**src/rtl/redsched_pkg.sv**
```systemverilog
package redsched_pkg;
  localparam int NUM_CMP = 4;

  typedef enum logic [1:0] {
    OP_NONE = 2'd0,
    OP_CMP  = 2'd1,
    OP_DEP  = 2'd2,
    OP_NOP  = 2'd3
  } opKind_e;

  typedef struct packed {
    logic       load;
    logic       cmpIssue;
    logic [1:0] cmpTag;
  } ctrlStrobe_t;

  // multiple of p subtracted by comparison k
  function automatic int candOffset(input int k);
    case (k)
      0: return 0;
      1: return 1;
      2: return 2;
      default: return -1;
    endcase
  endfunction
endpackage

```
**src/rtl/redsched_pipe.sv**
```systemverilog
// Fixed-latency stand-in for the arithmetic pipeline's comparison path.
module redsched_pipe #(
  parameter int LAT = 8,
  parameter int DW  = 3
) (
  input  logic          clk,
  input  logic          rst,
  input  logic          inValid,
  input  logic [DW-1:0] inData,
  output logic          outValid,
  output logic [DW-1:0] outData
);
  logic          stageValid [LAT];
  logic [DW-1:0] stageData  [LAT];

  always_ff @(posedge clk) begin
    if (rst) stageValid[0] <= 1'b0;
    else     stageValid[0] <= inValid;
    stageData[0] <= inData;
  end

  for (genvar s = 1; s < LAT; s++) begin : gStage
    always_ff @(posedge clk) begin
      if (rst) stageValid[s] <= 1'b0;
      else     stageValid[s] <= stageValid[s-1];
      stageData[s] <= stageData[s-1];
    end
  end

  assign outValid = stageValid[LAT-1];
  assign outData  = stageData[LAT-1];
endmodule

```
**src/rtl/redsched_ctrl.sv**
```systemverilog
module redsched_ctrl
  import redsched_pkg::*;
#(
  parameter int LAT = 8,
  parameter int CW  = 4,
  parameter int SW  = 16
) (
  input  logic          clk,
  input  logic          rst,
  input  logic          start,
  input  logic [CW-1:0] depCount,
  input  logic          retLast,
  output ctrlStrobe_t   strb,
  output logic          busy,
  output logic [1:0]    issueKind,
  output logic [1:0]    issueTag,
  output logic [SW-1:0] stallCount
);
  localparam int SLOT = LAT - NUM_CMP;
  localparam int CNTW = $clog2(LAT + 1);

  logic            inIssue;
  logic [CNTW-1:0] cnt;
  logic [CW-1:0]   depLim;
  opKind_e         kind;

  always_comb begin
    if (!inIssue)                                   kind = OP_NONE;
    else if (int'(cnt) < NUM_CMP)                   kind = OP_CMP;
    else if (int'(cnt) < NUM_CMP + int'(depLim))    kind = OP_DEP;
    else                                            kind = OP_NOP;
  end

  always_ff @(posedge clk) begin
    if (rst) begin
      busy       <= 1'b0;
      inIssue    <= 1'b0;
      cnt        <= '0;
      depLim     <= '0;
      stallCount <= '0;
    end else begin
      if (!busy && start) begin
        busy    <= 1'b1;
        inIssue <= 1'b1;
        cnt     <= '0;
        depLim  <= (int'(depCount) > SLOT) ? CW'(SLOT) : depCount;
      end else if (inIssue) begin
        cnt <= cnt + 1'b1;
        if (int'(cnt) == LAT - 1) inIssue <= 1'b0;
      end else if (busy && retLast) begin
        busy <= 1'b0;
      end
      if (kind == OP_NOP) stallCount <= stallCount + 1'b1;
    end
  end

  assign issueKind     = kind;
  assign issueTag      = (kind == OP_CMP) ? cnt[1:0] : 2'd0;
  assign strb.load     = !busy && start;
  assign strb.cmpIssue = (kind == OP_CMP);
  assign strb.cmpTag   = cnt[1:0];
endmodule

```
**src/rtl/redsched_data.sv**
```systemverilog
module redsched_data
  import redsched_pkg::*;
#(
  parameter int W   = 16,
  parameter int LAT = 8
) (
  input  logic                clk,
  input  logic                rst,
  input  ctrlStrobe_t         strb,
  input  logic signed [W-1:0] inX,
  input  logic        [W-1:0] modP,
  output logic signed [W-1:0] issueOperand,
  output logic                retLast,
  output logic                done,
  output logic signed [W-1:0] resultX,
  output logic                reduceOk
);
  logic signed [W-1:0] xHold;
  logic signed [W-1:0] pHold;
  logic signed [W-1:0] cand [NUM_CMP];
  logic                candHit [NUM_CMP];
  logic                resolved;

  for (genvar k = 0; k < NUM_CMP; k++) begin : gCand
    localparam int OFF = candOffset(k);
    always_comb begin
      cand[k]    = xHold - W'(OFF) * pHold;
      candHit[k] = (cand[k] >= 0) && (cand[k] < pHold);
    end
  end

  logic       retValid;
  logic [2:0] retData;
  logic [1:0] retTag;
  logic       retHit;

  redsched_pipe #(.LAT(LAT), .DW(3)) uPipe (
    .clk     (clk),
    .rst     (rst),
    .inValid (strb.cmpIssue),
    .inData  ({strb.cmpTag, candHit[strb.cmpTag]}),
    .outValid(retValid),
    .outData (retData)
  );

  assign retTag  = retData[2:1];
  assign retHit  = retData[0];
  assign retLast = retValid && (retTag == 2'd3);

  always_ff @(posedge clk) begin
    if (rst) begin
      xHold    <= '0;
      pHold    <= '0;
      resultX  <= '0;
      reduceOk <= 1'b0;
      resolved <= 1'b0;
      done     <= 1'b0;
    end else begin
      done <= retLast;
      if (strb.load) begin
        xHold    <= inX;
        pHold    <= modP;
        resultX  <= inX;
        reduceOk <= 1'b0;
        resolved <= 1'b0;
      end else if (retValid && retHit && !resolved) begin
        resultX  <= cand[retTag];
        reduceOk <= 1'b1;
        resolved <= 1'b1;
      end
    end
  end

  assign issueOperand = xHold;
endmodule

```
**src/rtl/redsched_top.sv**
```systemverilog
module redsched_top
  import redsched_pkg::*;
#(
  parameter int W   = 16,
  parameter int LAT = 8,
  parameter int CW  = 4,
  parameter int SW  = 16
) (
  input  logic                clk,
  input  logic                rst,
  input  logic                start,
  input  logic signed [W-1:0] inX,
  input  logic        [W-1:0] modP,
  input  logic       [CW-1:0] depCount,
  output logic                busy,
  output logic          [1:0] issueKind,
  output logic          [1:0] issueTag,
  output logic signed [W-1:0] issueOperand,
  output logic                done,
  output logic signed [W-1:0] resultX,
  output logic                reduceOk,
  output logic       [SW-1:0] stallCount
);
  ctrlStrobe_t strb;
  logic        retLast;

  redsched_ctrl #(.LAT(LAT), .CW(CW), .SW(SW)) uCtrl (
    .clk       (clk),
    .rst       (rst),
    .start     (start),
    .depCount  (depCount),
    .retLast   (retLast),
    .strb      (strb),
    .busy      (busy),
    .issueKind (issueKind),
    .issueTag  (issueTag),
    .stallCount(stallCount)
  );

  redsched_data #(.W(W), .LAT(LAT)) uData (
    .clk         (clk),
    .rst         (rst),
    .strb        (strb),
    .inX         (inX),
    .modP        (modP),
    .issueOperand(issueOperand),
    .retLast     (retLast),
    .done        (done),
    .resultX     (resultX),
    .reduceOk    (reduceOk)
  );
endmodule

```
**config.mk**
```make
export PLATFORM = sky130hd
export DESIGN_NAME = redsched_top
export DESIGN_NICKNAME = d
export VERILOG_FILES = /design/src/rtl/redsched_pkg.sv /design/src/rtl/redsched_pipe.sv /design/src/rtl/redsched_ctrl.sv /design/src/rtl/redsched_data.sv /design/src/rtl/redsched_top.sv
export SDC_FILE = /design/constraint.sdc
export NUM_CORES = 1
export LEC_CHECK = 0
export BUFFER_PORTS_ARGS = -buffer_cell sky130_fd_sc_hd__buf_2
export CAP_MARGIN = 10
export CORE_MARGIN = 4
export CORE_UTILIZATION = 45
export DETAILED_ROUTE_END_ITERATION = 10
export PLACE_DENSITY = 0.72
export RECOVER_POWER = 100
export SKIP_CTS_REPAIR_TIMING = 1
export SLEW_MARGIN = 20
export SYNTH_ARGS = -nofsm -noshare
export SYNTH_HDL_FRONTEND = slang
export SYNTH_SLANG_ARGS = --single-unit
```
**constraint.sdc**
```tcl
create_clock -name clk -period 9.6 [get_ports clk]
set_input_delay 1.92 -clock clk [delete_from_list [all_inputs] [get_ports clk]]
set_output_delay 1.92 -clock clk [all_outputs]
set_load 0.02 [all_outputs]
```
# Yosys cells after proc, flatten, opt, wreduce, memory -nomap -nowiden
# Memories as Yosys holds them, arrays and structs flattened.
# Cells that the tools add are included.
dict set report word_totals {
  ff_bits 76
  ram_bits 32
  output_inout_bits 55
  n_memories 2
}
# memory depth width rd rd_clocked_by_memory_dff write_ports line
set mem_list {}
lappend mem_list {uData.uPipe.stageData 8 3 8 0 8 redsched_pipe.sv:14} ;# logic [DW-1:0] stageData [LAT];
lappend mem_list {uData.uPipe.stageValid 8 1 8 0 8 redsched_pipe.sv:13} ;# logic stageValid [LAT];
dict set report op_classes {
  n_addsub 7
  n_lt_le_gt_ge 13
  n_eq_ne 5
  n_mux 30
  bitwise 10
  n_reduce_logical 15
}
# op n
set op_table {}
lappend op_table {{16-bit by 1-bit greater-or-equal comparator with 1-bit output, second input constant} 4}
lappend op_table {{16-bit < comparator} 4}
lappend op_table {{16-bit two-way mux} 4}
lappend op_table {{16-bit subtractor} 3}
lappend op_table {{16-bit binary-select mux with 2-bit select} 1}
lappend op_table {{5-bit by 32-bit < comparator with 1-bit output} 1}
lappend op_table {{1-bit two-way mux} 20}
lappend op_table {{16-bit by 1-bit adder with 16-bit output, second input constant} 1}
lappend op_table {{16-bit negator} 1}
lappend op_table {{1-bit logical AND} 9}
lappend op_table {{1-bit OR} 8}
lappend op_table {{3-bit greater-or-equal comparator, second input constant} 2}
lappend op_table {{2-bit two-way mux} 3}
lappend op_table {{2-bit inverter with 3-bit output} 2}
lappend op_table {{3-bit by 4-bit adder with 5-bit output, first input constant} 1}
lappend op_table {{4-bit by 1-bit adder with 4-bit output, second input constant} 1}
lappend op_table {{2-bit == test, second input constant} 2}
lappend op_table {{4-bit == test, second input constant} 1}
lappend op_table {{4-bit by 3-bit > comparator with 1-bit output, second input constant} 1}
lappend op_table {{4-bit by 3-bit < comparator with 1-bit output, second input constant} 1}
lappend op_table {{4-bit two-way mux} 1}
lappend op_table {{2-bit nonzero test} 2}
lappend op_table {{1-bit binary-select mux with 2-bit select} 1}
lappend op_table {{2-bit by 1-bit == test with 1-bit output, second input constant} 1}
lappend op_table {{4 further kinds} 5}

# Depth between registers and ports, before layout
# Gate-level depths: netlist of run 1.
dict set report logic_depth {
  ltp_word 7
  mapped_depth 19
}

# Cells and area by module
# Synthesis of run 1 repeated with hierarchy kept, for this count alone.
dict set report unflattened {
  hier_cells 869
  area_unflattened_um2 7638.6
}
# module instances cells_each area_each_um2 seq_area_each_um2
set modules_own_cells {}
lappend modules_own_cells {redsched_data 1 673 5600.4 1001.0}
lappend modules_own_cells {redsched_ctrl 1 153 1325.0 520.5}
lappend modules_own_cells {redsched_pipe 1 43 713.2 640.6}

# Worst setup path before layout of run 1
# OpenSTA, ideal clock, no wires.
dict set report synth_path {
  path_type {register -> register}
  from {register uData.xHold[0] (netlist: uData.issueOperand[0])}
  to {memory uData.uPipe.stageData[0][0]}
  arrival_ns 3.615
  t_required_ns 9.522
  path_slack_ns 5.907
  path_stages_with_launch 16
  n_path_buf 0
  period_less_slack_ns 3.693
  path_cell_list {dfxtp_1 -> ha_1 -> fa_1 -> nor2b_1 -> o21a_1 -> o21bai_1 -> a21oi_1 -> o211ai_1 -> a21oi_1 -> or3_1 -> ha_1 -> a2111o_1 -> a31oi_1 -> a21oi_1 -> a211o_1 -> a32oi_1}
}
# item line
set synth_lines {}
lappend synth_lines {{from (decl)} redsched_data.sv:18} ;# logic signed [W-1:0] xHold;
lappend synth_lines {{from (signal assigned)} redsched_data.sv:61} ;# xHold <= inX;
lappend synth_lines {{to (decl)} redsched_pipe.sv:14}

==> run_results.csv, run 1 <==
group,metric,value,unit
pwr,intPower,857,uW
die,die-width,137,um
worst_setup_path,cp.required,9.83,ns
worst_setup_path,crit_path_end_kind,"register",
drt,vias,6871,
worst_setup_path,r2r_slack,5.41,ns
cts,clock_latency,0.35,ns
global_routing,track_usage,22.1,%
cells_and_area,num_antenna_cells,0,
pwr,p_comb_share,34.3,%
worst_setup_path,cp.depth,8,
cells_and_area,drive_gt1_share,7.61,%
worst_setup_path,worstRegToRegCells,16,
cells_and_area,final_nets,1118,
die,die_h,137,um
cts,clockBufferDepth,2,
global_routing,grt_pass1_vias,6437,
worst_setup_path,path_common_cell,"nor2_1",
worst_setup_path,cp_max_fo,80,
drt,ant_nets,0,
drt,finalWirelength,20400,um
timing,rsz0062_at_grt,"no",
pwr,power.leakage,3.34,nW
cells_and_area,multi_input_area,0.00496,sq mm
place,port_buffers,93,
timing,hold_viol_final,0,
worst_setup_path,path_cells,"buf_2 > clkbuf_1 > nor2_1 > nand2_1 > nor2_1 > a31o_2 > a311oi_1 > nand3_1",
worst_setup_path,timing.critical_path.buf_inv,2,
cells_and_area,fillers,1551,
pwr,p_switching,486,uW
die,start_util,46.3,%
pwr,swShare,36.2,%
timing,worst_pin_slew,3.46,ns
logic_synthesis,syn_nets,1049,
timing,maxSlewHeadroom,-131,%
timing,timing.setup.tns,0,ns
cells_and_area,syn2layout_area_growth,11.6,%
die,die_area,0.0186,sq mm
place,gp_congestion,0.895,
timing,fin_crit_sh,59.5,%
cts,htree_levels,3,
drt,firstDrtPassIters,5,
timing,skew,0.00689,ns
timing,period_minus_slack,5.71,ns
logic_synthesis,asyncSetResetFlopFracSynth,0,%
cts,path_clk_slew,0.08,ns
logic_synthesis,synthCells,912,
logic_synthesis,synth_top_area_share,29.1,%
worst_setup_path,critical_path.endpoint,"uData.resultX[15]",
timing,clock.fmax,175,MHz
global_routing,grt-ovfl-total,0,
logic_synthesis,synth_edf_count,0,
cts,cts_made_buffers,9,
drt,viasPerCell,5.72,
cts,cts_tree,"yes",
die,rows,46,
logic_synthesis,yosys.area_share.simple,20.6,%
logic_synthesis,synthTopCellsByArea,"dfxtp_1 (29%), ha_1 (16%), a21oi_1 (5.5%)",
pwr,vdd_drop_max,0.104,mV
timing,setup_viol,0,
global_routing,grt_first_pass_wirelength,33100,um
logic_synthesis,yosysTopAreaCell,"dfxtp_1",
cells_and_area,seq_area,0.00216,sq mm
worst_setup_path,r2r_end,"uData.uPipe.stageData[0][0]",
logic_synthesis,ys.flop_type,"dfxtp_1",
pwr,p_clk_share,28.1,%
global_routing,antenna_found_initial,0,
logic_synthesis,yosys.area_share.xor_xnor,5.77,%
logic_synthesis,synth_compound_area_share,20.0,%
logic_synthesis,muxShareOfSynthArea,3.35,%
cells_and_area,fin_cells,1202,
pwr,power_density,162,mW/mm^2
worst_setup_path,worstSetupPathType,"primary input to register",
die,core,0.0161,sq mm
logic_synthesis,yosys-top-cells-count,"dfxtp_1 (108), nand2_1 (108), ha_1 (95)",
logic_synthesis,ys_types,64,
logic_synthesis,synth_area,0.00744,sq mm
logic_synthesis,ys_seq_area_share,29.1,%
timing,slew_viol_final,81,
drt,drcViolationCount,0,
worst_setup_path,r2r_start,"uData.pHold[1]",
logic_synthesis,syn_area_per_cell,8.15,sq um
cts,cts_root_buf,"clkbuf_16",
logic_synthesis,synth-seq-cells,108,
run_status,status,"complete, but fails checks",
cts,clkSinkCount,108,
worst_setup_path,critPathLaunch,"rst",
die,pin_count,94,
pwr,power_frac_seq,37.6,%
global_routing,grt_max_degree,81,
worst_setup_path,crit_path_start_kind,"primary input",
run_status,violations,"capacitance limit, slew limit",
place,dp_hpwl,15600,um
logic_synthesis,synth_top_family_by_area,"simple AND/OR/NAND/NOR gates",
drt,wire_per_inst,17.0,um
logic_synthesis,yosysWarnings,0,
job,max_cap_viol_count,1,
worst_setup_path,max_stage_delay,2.42,ns
worst_setup_path,worstPathArrival,5.94,ns
place,dp_cells,1186,
logic_synthesis,synth_fa_ha_area_share,16.8,%
drt,drt_iter0_markers,492,
worst_setup_path,crit_slowest_cell,"clkbuf_1",
worst_setup_path,cpLargestDelayFamily,"buffers and inverters",
hold_path,hold_class,"register to register",
## worst min path at each step
| stage | from | endpoint | slack (ns) | depth (start not counted) |
|---|---|---|---|---|
| after floorplan | uData.uPipe.stageData[0][7] | uData.uPipe.stageData[0][10] | 0.31 | 0 |
| after global placement | uData.uPipe.stageData[0][11] | uData.uPipe.stageData[1][2] | 0.31 | 0 |
| after detailed placement | uData.uPipe.stageData[0][1] | uData.uPipe.stageData[0][4] | 0.31 | 0 |
| after CTS | uData.uPipe.stageData[1][6] | uData.uPipe.stageData[1][9] | 0.33 | 0 |
| after global routing | uData.uPipe.stageData[1][7] | uData.uPipe.stageData[1][10] | 0.33 | 0 |
| final | uData.uPipe.stageData[1][6] | uData.uPipe.stageData[1][9] | 0.33 | 0 |
## cell type report
| type | count | share of cell area, % |
|---|---|---|
| multi-input cells | 717 | 59.7 |
| flip-flops and latches | 108 | 26.1 |
| repair buffers | 96 | 5.02 |
| well taps | 216 | 3.26 |
| clock buffers | 9 | 2.71 |
| inverters | 49 | 2.22 |
| clock inverters | 7 | 0.965 |
## through the flow
| stage | cell area (sq um) | util, % | setup WS [ns] | total power, mW | hold slack, ns |
|---|---|---|---|---|---|
| detailed placement | 8060 | 50.2 | 5.50 | 0.968 | 0.312 |
| finish | 8300 | 51.7 | 3.89 | 1.34 | 0.327 |
| global route | 8300 | 51.7 | 3.50 | 1.43 | 0.331 |
| CTS | 8370 | 52.1 | 5.49 | 1.34 | 0.329 |
| global placement | 8060 | 50.2 | 5.55 | 0.965 | 0.310 |
| floorplan | 7440 | - | 5.91 | 0.851 | 0.310 |
## routing by layer
| metal | track usage, % | up-vias | wire length (um) |
|---|---|---|---|
| li1 | - | 3402 | - |
| met1 | 30.7 | 3198 | 9270 |
| met2 | 36.0 | 242 | 9430 |
| met3 | 3.27 | 29 | 1280 |
| met4 | 6.16 | 0 | 452 |
| met5 | 0 | - | 0 |
## power groups by stage
| stage | clock, mW | sequential, mW | combinational [mW] |
|---|---|---|---|
| floorplan | 0 | 0.512 | 0.339 |
| global placement | 0 | 0.514 | 0.450 |
| detailed placement | 0 | 0.515 | 0.454 |
| CTS | 0.382 | 0.504 | 0.458 |
| global route | 0.400 | 0.509 | 0.517 |
| finish | 0.377 | 0.505 | 0.461 |
## registers in the layout, indices dropped and copies added (netlist names), 4 cells and up
signal and count:
uData.resultX 16, uData.uPipe.stageData 24, uCtrl.stallCount 16, uData.issueOperand 16, uData.uPipe.stageValid 8, uCtrl.cnt 4, uCtrl.depLim 4, uData.pHold 16
## logic make-up after synthesis
| group | count (synthesis) |
|---|---|
| simple gates | 327 |
| compound gates | 227 |
| flops | 108 |
| fa+ha+maj | 98 |
| buf+inv | 87 |
| xor+xnor | 49 |
| mux | 16 |
## worst reg2reg max path, cell delays in order, from the launching register on
cell and delay [ns]:
dfxtp_1 0.45, inv_1 0.17, ha_1 0.32, nor2b_1 0.14, o31ai_1 0.41, a31oi_1 0.30, a221o_1 0.48, a21o_1 0.20
a211o_1 0.28, ha_1 0.32, nand4_1 0.11, nor3_1 0.18, o21ai_0 0.10, a21oi_1 0.17, mux2i_1 0.22, nand3b_1 0.09
a32oi_1 0.18
## cells in the final DEF, fill, tap and decap left out, types with 11 or more instances in the layout
master      n
nor2b_1    24
clkbuf_1   55
nand2_1   108
o21a_1     11
nor3_1     24
xor2_1     15
o211ai_1   13
a21oi_1    82
dfxtp_1   107
o21ai_0    23
ha_1       95
buf_2      39
nand3_1    15
o21ai_1    13
inv_1      46
xnor2_1    34
nor2_1     86
a21o_1     14
Note: power is estimated with default switching activity, not from simulation.
==> run 2: changes to the inputs <==
- PLACE_DENSITY: 0.72 -> 0.74
- clock period: 9.6 -> 4.7 ns (I/O delays scaled with it)
==> run_results.csv, run 2 (same netlist as run 1, synthesis figures left out) <==
group,metric,value,unit
global_routing,grt_first_pass_wirelength,32800,um
cells_and_area,fillers,1562,
timing,setup_viol,0,
global_routing,track_usage,21.9,%
cts,cts_made_buffers,9,
pwr,p_switching,991,uW
timing,clock.fmax,245,MHz
pwr,p_comb_share,34.6,%
global_routing,antenna_found_initial,0,
place,dp_hpwl,15500,um
cells_and_area,largest_reg_flops,24,
cells_and_area,multi_input_area,0.00496,sq mm
job,max_cap_viol_count,1,
worst_setup_path,r2r_slack,0.61,ns
drt,drcViolationCount,0,
hold_path,hold_class,"register to register",
worst_setup_path,path_cells,"inv_1 > ha_1 > nor2b_1 > o31a_1 > o31a_1 > o2111ai_1 > a21oi_1 > o41ai_1 > xnor2_1 > ha_1 > nand3_1 > or4_1 > a32oi_1 > or3_1 > a32oi_1",
pwr,vdd_drop_max,0.248,mV
cts,cts_root_buf,"clkbuf_16",
die,rows,46,
die,start_util,46.3,%
pwr,swShare,36.0,%
timing,maxSlewHeadroom,-60.4,%
worst_setup_path,r2r_start,"uData.pHold[1]",
drt,vias,6827,
cts,cts_tree,"yes",
worst_setup_path,cp.required,4.93,ns
timing,timing.setup.tns,0,ns
timing,fin_crit_sh,86.9,%
drt,wire_per_inst,16.6,um
pwr,p_clk_share,28.3,%
run_status,violations,"capacitance limit, slew limit",
worst_setup_path,worstRegToRegCells,15,
worst_setup_path,critPathLaunch,"uData.pHold[1]",
drt,ant_nets,0,
drt,finalWirelength,20000,um
worst_setup_path,worstSetupPathType,"register to register",
cts,clkSinkCount,108,
cts,clockBufferDepth,2,
timing,worst_pin_slew,2.41,ns
pwr,power_density,330,mW/mm^2
worst_setup_path,timing.critical_path.buf_inv,1,
worst_setup_path,cpLargestDelayFamily,"compound AO/OA/AOI/OAI gates",
timing,hold_viol_final,0,
pwr,power.leakage,3.36,nW
pwr,power_frac_seq,37.1,%
cells_and_area,num_antenna_cells,0,
timing,slew_viol_final,54,
drt,firstDrtPassIters,5,
cts,clock_latency,0.36,ns
global_routing,grt-ovfl-total,0,
cells_and_area,fin_cells,1206,
drt,drt_iter0_markers,400,
worst_setup_path,crit_path_start_kind,"register",
global_routing,grt_max_degree,54,
die,pin_count,94,
timing,rsz0062_at_grt,"no",
worst_setup_path,max_stage_delay,0.48,ns
worst_setup_path,crit_path_end_kind,"register",
worst_setup_path,r2r_end,"uData.uPipe.stageData[0][0]",
place,gp_congestion,0.966,
global_routing,grt_pass1_vias,6515,
cells_and_area,seq_area,0.00216,sq mm
cts,path_clk_slew,0.08,ns
cells_and_area,max_flop_register,"uData.uPipe.stageData",
die,die_area,0.0186,sq mm
worst_setup_path,critical_path.endpoint,"uData.uPipe.stageData[0][0]",
die,core,0.0161,sq mm
cts,htree_levels,3,
worst_setup_path,cp_max_fo,5,
place,port_buffers,93,
run_status,status,"complete, but fails checks",
cells_and_area,final_nets,1122,
worst_setup_path,worstPathArrival,4.32,ns
worst_setup_path,crit_slowest_cell,"or4_1",
worst_setup_path,cp.depth,15,
pwr,intPower,1.76,mW
cells_and_area,drive_gt1_share,7.68,%
die,die-width,137,um
timing,skew,0.00938,ns
die,die_h,137,um
timing,period_minus_slack,4.09,ns
cells_and_area,syn2layout_area_growth,12.1,%
cells_and_area,final_cell_mix,"nand2_1 (108), dfxtp_1 (108), ha_1 (95), nor2_1 (86), a21oi_1 (82)",
drt,viasPerCell,5.66,
place,dp_cells,1190,
==> run 2: changes by cell type in the layout (fill, tap and decap cells not counted), sizes merged <==
cell and delta:
clkbuf +2, clkinvlp -1, inv +1, buf +2
==> run 2: worst min-delay path by stage <==
| stage | to | startpoint | depth (start not counted) | slack, ns |
|---|---|---|---|---|
| finish | uData.uPipe.stageData[0][7] | uData.uPipe.stageData[0][4] | 0 | 0.33 |
| global route | uData.uPipe.stageData[1][5] | uData.uPipe.stageData[1][2] | 0 | 0.33 |
| CTS | uData.uPipe.stageData[1][5] | uData.uPipe.stageData[1][2] | 0 | 0.33 |
| detailed placement | uData.uPipe.stageData[1][5] | uData.uPipe.stageData[1][2] | 0 | 0.31 |
| global placement | uData.uPipe.stageData[1][10] | uData.uPipe.stageData[1][7] | 0 | 0.31 |
| floorplan | uData.uPipe.stageData[0][10] | uData.uPipe.stageData[0][7] | 0 | 0.31 |
==> run 2: layout make-up <==
cell class / instances / share of cell area (%)
Clock buffer: 9 / 2.70
Clock inverter: 7 / 1.10
Inverter: 49 / 2.21
Multi-Input combinational cell: 717 / 59.5
Sequential cell: 108 / 25.9
Tap cell: 216 / 3.24
Timing Repair Buffer: 100 / 5.33
==> run 2: power groups by stage <==
stage | sequential, mW | combinational, mW | clock (mW)
floorplan | 1.05 | 0.692 | 0
global placement | 1.04 | 0.932 | 0
detailed placement | 1.04 | 0.943 | 0
CTS | 1.02 | 0.952 | 0.794
global route | 1.03 | 1.07 | 0.830
finish | 1.02 | 0.951 | 0.778
==> run 2: routing by layer <==
metal,vias up,wire length [um],part of all wire [%],track usage [%]
met5,-,0,0,0
met4,0,516,2.6,7.56
met3,37,1320,6.6,4.08
met2,198,9060,45,35.1
met1,3196,9120,46,29.7
li1,3396,-,-,-
==> run 2: metrics by stage <==
stage          cell area, sq um  setup WS, ns  hold WS (ns)  utilization, %  total power, mW
6_report                   8330         0.614         0.332            51.9             2.75
5_1_grt                    8330         0.273         0.335            51.9             2.93
4_1_cts                    8410         0.652         0.332            52.4             2.77
3_5_place_dp               8090         0.684         0.313            50.4             1.98
3_3_place_gp               8090         0.758         0.312            50.4             1.97
2_1_floorplan              7440          1.01         0.310               -             1.74
